File: src/rtl/gtmr_pkg.sv
package gtmr_pkg;
    localparam int CNT_W    = 16;
    localparam int SEL_W    = 2;
    localparam int REG_W    = 8;
    localparam int PCW      = (1 << SEL_W) - 1;
    localparam int SRC_BIT  = 1;
    localparam int SYNC_BIT = 0;
    localparam int SYNC_STG = 2;

    typedef struct packed {
        logic src_ext;
        logic sync_en;
    } gt_cfg_t;

    localparam gt_cfg_t CFG_RST = '{src_ext: 1'b1, sync_en: 1'b0};

    typedef struct packed {
        logic rise;
        logic fall;
    } pre_evt_t;

    function automatic logic [PCW-1:0] last_phase(input logic [SEL_W-1:0] sel);
        return PCW'((32'd1 << sel) - 32'd1);
    endfunction

    function automatic logic [PCW-1:0] mid_phase(input logic [SEL_W-1:0] sel);
        if (sel == '0)
            return '0;
        return PCW'((32'd1 << (sel - 1'b1)) - 32'd1);
    endfunction
endpackage

File: src/rtl/gtmr_cfg_reg.sv
module gtmr_cfg_reg
    import gtmr_pkg::*;
#(
    parameter int DW = REG_W
) (
    input  logic          clk,
    input  logic          rst,
    input  logic          we,
    input  logic [DW-1:0] wdata,
    output gt_cfg_t       cfg,
    output logic [DW-1:0] rdata
);
    logic unused_hi;
    assign unused_hi = ^wdata[DW-1:2];

    always_ff @(posedge clk) begin
        if (rst)
            cfg <= CFG_RST;
        else if (we)
            cfg <= '{src_ext: wdata[SRC_BIT], sync_en: wdata[SYNC_BIT]};
    end

    always_comb begin
        rdata           = '0;
        rdata[SRC_BIT]  = cfg.src_ext;
        rdata[SYNC_BIT] = cfg.sync_en;
    end
endmodule

File: src/rtl/gtmr_prescaler.sv
module gtmr_prescaler
    import gtmr_pkg::*;
#(
    parameter int SW = SEL_W
) (
    input  logic          clk,
    input  logic          rst,
    input  logic          tick,
    input  logic [SW-1:0] sel,
    output pre_evt_t      evt
);
    localparam int CW = (1 << SW) - 1;

    logic [CW-1:0] phase;
    logic [SW-1:0] sel_q;
    logic          clr;

    assign clr = (sel != sel_q);

    always_ff @(posedge clk) begin
        if (rst) begin
            phase <= '0;
            sel_q <= '0;
        end else begin
            sel_q <= sel;
            if (clr)
                phase <= '0;
            else if (tick)
                phase <= (phase == last_phase(sel)) ? '0 : phase + 1'b1;
        end
    end

    always_comb begin
        evt.rise = tick && !clr && (phase == last_phase(sel));
        evt.fall = tick && !clr && (phase == mid_phase(sel));
    end
endmodule

File: src/rtl/gtmr_gate_sel.sv
module gtmr_gate_sel
    import gtmr_pkg::*;
#(
    parameter int STAGES = SYNC_STG
) (
    input  logic    clk,
    input  logic    rst,
    input  gt_cfg_t cfg,
    input  logic    ext_gate,
    input  logic    cmp,
    input  logic    fall,
    output logic    gate
);
    logic [STAGES-1:0] ext_sh;
    logic              cmp_q;

    genvar gi;
    generate
        for (gi = 0; gi < STAGES; gi++) begin : g_sync
            if (gi == 0) begin : g_first
                always_ff @(posedge clk) begin
                    if (rst) ext_sh[gi] <= 1'b0;
                    else     ext_sh[gi] <= ext_gate;
                end
            end else begin : g_rest
                always_ff @(posedge clk) begin
                    if (rst) ext_sh[gi] <= 1'b0;
                    else     ext_sh[gi] <= ext_sh[gi-1];
                end
            end
        end
    endgenerate

    always_ff @(posedge clk) begin
        if (rst)
            cmp_q <= 1'b0;
        else if (fall)
            cmp_q <= cmp;
    end

    always_comb begin
        if (cfg.src_ext)
            gate = ext_sh[STAGES-1];
        else if (cfg.sync_en)
            gate = cmp_q;
        else
            gate = cmp;
    end
endmodule

File: src/rtl/gtmr_counter.sv
module gtmr_counter
    import gtmr_pkg::*;
#(
    parameter int W = CNT_W
) (
    input  logic         clk,
    input  logic         rst,
    input  logic         rise,
    input  logic         run,
    input  logic         gate_en,
    input  logic         gate,
    output logic [W-1:0] count,
    output logic         ovf
);
    logic inc;
    assign inc = rise && run && (!gate_en || gate);

    always_ff @(posedge clk) begin
        if (rst) begin
            count <= '0;
            ovf   <= 1'b0;
        end else begin
            ovf <= inc && (&count);
            if (inc)
                count <= count + 1'b1;
        end
    end
endmodule

File: src/rtl/gated_timer.sv
module gated_timer
    import gtmr_pkg::*;
#(
    parameter int CW = CNT_W,
    parameter int SW = SEL_W,
    parameter int RW = REG_W
) (
    input  logic          clk,
    input  logic          rst,
    input  logic          tick_i,
    input  logic [SW-1:0] pre_sel_i,
    input  logic          tmr_on_i,
    input  logic          gate_en_i,
    input  logic          ext_gate_i,
    input  logic          cmp_i,
    input  logic          reg_we_i,
    input  logic [RW-1:0] reg_wdata_i,
    output logic [RW-1:0] reg_rdata_o,
    output logic [CW-1:0] count_o,
    output logic          ovf_o
);
    gt_cfg_t  cfg;
    pre_evt_t evt;
    logic     gate;

    gtmr_cfg_reg #(.DW(RW)) u_cfg (
        .clk(clk), .rst(rst), .we(reg_we_i), .wdata(reg_wdata_i),
        .cfg(cfg), .rdata(reg_rdata_o)
    );

    gtmr_prescaler #(.SW(SW)) u_pre (
        .clk(clk), .rst(rst), .tick(tick_i), .sel(pre_sel_i), .evt(evt)
    );

    gtmr_gate_sel #(.STAGES(SYNC_STG)) u_gate (
        .clk(clk), .rst(rst), .cfg(cfg), .ext_gate(ext_gate_i),
        .cmp(cmp_i), .fall(evt.fall), .gate(gate)
    );

    gtmr_counter #(.W(CW)) u_cnt (
        .clk(clk), .rst(rst), .rise(evt.rise), .run(tmr_on_i),
        .gate_en(gate_en_i), .gate(gate), .count(count_o), .ovf(ovf_o)
    );
endmodule

File: config.mk
export PLATFORM = sky130hd
export DESIGN_NAME = gated_timer
export DESIGN_NICKNAME = d
export VERILOG_FILES = /design/src/rtl/gtmr_pkg.sv /design/src/rtl/gtmr_cfg_reg.sv /design/src/rtl/gtmr_prescaler.sv /design/src/rtl/gtmr_gate_sel.sv /design/src/rtl/gtmr_counter.sv /design/src/rtl/gated_timer.sv
export SDC_FILE = /design/constraint.sdc
export NUM_CORES = 1
export LEC_CHECK = 0
export BUFFER_PORTS_ARGS = -buffer_cell sky130_fd_sc_hd__buf_2
export CAP_MARGIN = 10
export CORE_MARGIN = 8
export CORE_UTILIZATION = 54
export CTS_CLUSTER_SIZE = 14
export DETAILED_ROUTE_END_ITERATION = 7
export GPL_TIMING_DRIVEN = 0
export PLACE_DENSITY_LB_ADDON = 0.1
export SYNTH_ARGS = -nofsm -noshare
export SYNTH_HDL_FRONTEND = slang
export SYNTH_HIERARCHICAL = 1
export SYNTH_SLANG_ARGS = --single-unit
File: constraint.sdc
create_clock -name clk -period 6.3 [get_ports clk]
set_input_delay 1.575 -clock clk [delete_from_list [all_inputs] [get_ports clk]]
set_output_delay 1.575 -clock clk [all_outputs]
set_load 0.1 [all_outputs]
==> results.ini <==
[drt]
post-route-drc-count = 0
wl_per_cell_um = 12.7
ant_nets = 0
wirelength_um = 2880
drt-initial-drc-count = 54
routed_via_density = 5.35
vias = 1209
first_pass_iters = 4

[clock_network]
cts.sinks = 27
cts_tree = built
clock_latency_ns = 0.32
cts_max_level = 1
cts-resized-gates = 0
max-clock-path-buffers = 2
clk_pin_slew_ns = 0.14
cts_hold_buf = 0
numCtsBuffers = 3
cts_setup_buffers = 0
root_buffer = clkbuf_4

[grt]
grt_pass1_wl_um = 4870
grt_use_total_pct = 13.2
grt_max_degree = 16
grt_pass1_vias = 1178
overflow = 0
antenna_found_initial = 0

[floorplanning]
dieArea_um2 = 4510
coreArea_um2 = 2480
die_h_um = 67.1
die_w_um = 67.1
initial_core_util_pct = 57.0
row_count = 18
boundaryPins = 43

[logic_synthesis]
syn_area_um2 = 1410
synth_edf_count = 0
synth_common_cells = 27 x dfxtp_1, 13 x nand2_1, 11 x nor2_1, 10 x xnor2_1, 9 x a21oi_1
syn_avg_cell_area_um2 = 8.88
yosysWarningCount = 6
ys.flop_type = dfxtp_1
async_flop_share_pct = 0
yosysTopAreaCell = dfxtp_1
synth_seq_area_share_pct = 38.3
synth_top_cell_area_share_pct = 38.3
ys_top_cells_by_area = dfxtp_1 38%, xnor2_1 6.2%, buf_4 4.3%
synth_cell_types = 43
synth_most_common_cell = dfxtp_1
synth_seq_cells = 27
synthCells = 159

[final_layout]
fin_nets = 218
layout-area-overhead-vs-synth_pct = 15.9
post-route-util_pct = 66.0
diodes = 0
finalInstanceArea_um2 = 1640
drive_above_1_share_pct = 26.5
fillers = 221

[timing]
fmax_ghz = 0.247
fin_crit_sh_pct = 64.1
drv_slew = 0
clock_skew_ns = 0.00405
fin_tns_setup_ns = 0
setup_viol = 0
rsz0062_at_grt = no
max_slew_margin_pct = 67.1
whs_ns = 0.460
hold_viol_final = 0
fin_crit_ns = 4.04
worst_pin_slew_ns = 0.481

[hold_path]
hp-class = register to register
hold_depth = 1

[placement]
gp_congestion = 0.771
port_buffers = 28
dp_hpwl_um = 2240
place_area_um2 = 1610

[power]
p_per_area_nw_per_um2 = 183
pwr-share-clk_pct = 24.4
p_seq_share_pct = 58.6
ir_drop_mv = 0.145
finalPower_uw = 300
power_switching_uw = 86.9
p_leak_nw = 0.672
combPwrFrac_pct = 17.0
p_sw_share_pct = 29.0
p_int_uw = 213

[worst_setup_path]
cp-end-kind = register
cp.arrival_ns = 4.30
cp.required_ns = 6.56
worstSetupStartpointType = input port
cp_max_fo = 9
worstSetupPathType = input port to register
r2r_cells = 8

[job]
max_cap_viol_count = 0

[outcome]
status = finished clean

==> layout by cell type, fill, tap and decap left out, drive strengths merged, types with 2 or more instances in the layout <==
cell / netlist / layout
buf: 13 / 41
dfxtp: 27 / 27
nand2: 13 / 13
nor2: 11 / 11
xnor2: 10 / 10
a21oi: 9 / 9
nor2b: 7 / 7
conb: 1 / 6
clkbuf: 3 / 6
o31ai: 5 / 5
or4: 5 / 5
o21ai: 5 / 5
or3: 5 / 5
mux2i: 4 / 4
nand3: 4 / 4
inv: 4 / 4
nor4: 4 / 4
xor2: 4 / 4
nor3: 3 / 3
ha: 3 / 3
and3: 2 / 2
nor3b: 2 / 2
or2: 2 / 2
a2111oi: 2 / 2
a211oi: 2 / 2
==> stage by stage <==
| stage | setup WS (ns) | cells |
|---|---|---|
| final | 2.26 | 226 |
| after global routing | 2.07 | 226 |
| after CTS | 2.26 | 226 |
| after detailed placement | 1.90 | 222 |
| after global placement | 1.94 | 222 |
| after floorplan | 2.14 | 164 |
==> logic make-up after synthesis <==
kind of cell / share of synthesized area [%]
adders and majority gates: 2.66
muxes: 3.63
DFF: 38.3
other: 0.266
AOI/OAI and AO/OA: 11.4
and+or+nand+nor: 25.8
xor gates and xnor gates: 8.69
buffers and inverters: 9.22
==> worst max-delay path, stage by stage <==
cell and delay [ns]:
buf_2 0.14, or2_2 0.28, ha_1 0.30, xnor2_1 0.14, a211oi_2 0.26, and3b_1 0.20
nand2_1 0.17, or3_4 0.43, buf_6 0.14, or4_1 0.51, a21oi_1 0.15
==> power groups by stage <==
| stage | registers, mW | clock network [mW] | logic, mW |
|---|---|---|---|
| 2_1_floorplan | 0.179 | 0 | 0.0431 |
| 3_3_place_gp | 0.179 | 0 | 0.0503 |
| 3_5_place_dp | 0.179 | 0 | 0.0512 |
| 4_1_cts | 0.176 | 0.0769 | 0.0513 |
| 5_1_grt | 0.176 | 0.0805 | 0.0548 |
| 6_report | 0.176 | 0.0731 | 0.0511 |
==> final cells by class <==
type                       instances  area (um^2)  share of cell area (%)
inverter                           4         15.0                   0.918
multi-input combinational        117          759                    46.4
timing repair buffer              28          140                    8.57
buffer                            16          115                    7.04
clock inverter                     1         5.00                   0.306
clock buffer                       3         22.5                    1.38
tap                               30         37.5                    2.30
sequential                        27          541                    33.1
==> routing by layer <==
| layer | vias to the layer above | share of wire (%) | track usage [%] |
|---|---|---|---|
| met1 | 553 | 45 | 15.2 |
| met5 | - | 0 | 0 |
| met3 | 6 | 6.8 | 2.85 |
| li1 | 619 | - | - |
| met2 | 31 | 47 | 22.9 |
| met4 | 0 | 1.5 | 5.48 |
==> state kept, by name (all words and copies together), names as in the netlist <==
register / flops
u_cfg/cfg: 2
u_cnt/count: 16
u_cnt/ovf: 1
u_pre/phase: 3
u_gate/cmp_q: 1
u_gate/ext_sh: 2
u_pre/sel_q: 2
==> worst paths after layout <==
check	start	endpoint	slack, ns
worst max-delay path	pre_sel_i[0]	u_cnt/count[12]$_SDFFE_PP0P_	2.26
worst min-delay path	u_gate/ext_sh[0]$_SDFF_PP0_	u_gate/ext_sh[1]$_SDFF_PP0_	0.46
worst min register to register	u_gate/ext_sh[0]$_SDFF_PP0_	u_gate/ext_sh[1]$_SDFF_PP0_	0.46
worst max register to register	u_pre/phase[0]$_SDFFE_PP0P_	u_cnt/count[12]$_SDFFE_PP0P_	3.54
Power figures use the tool's default switching activity.
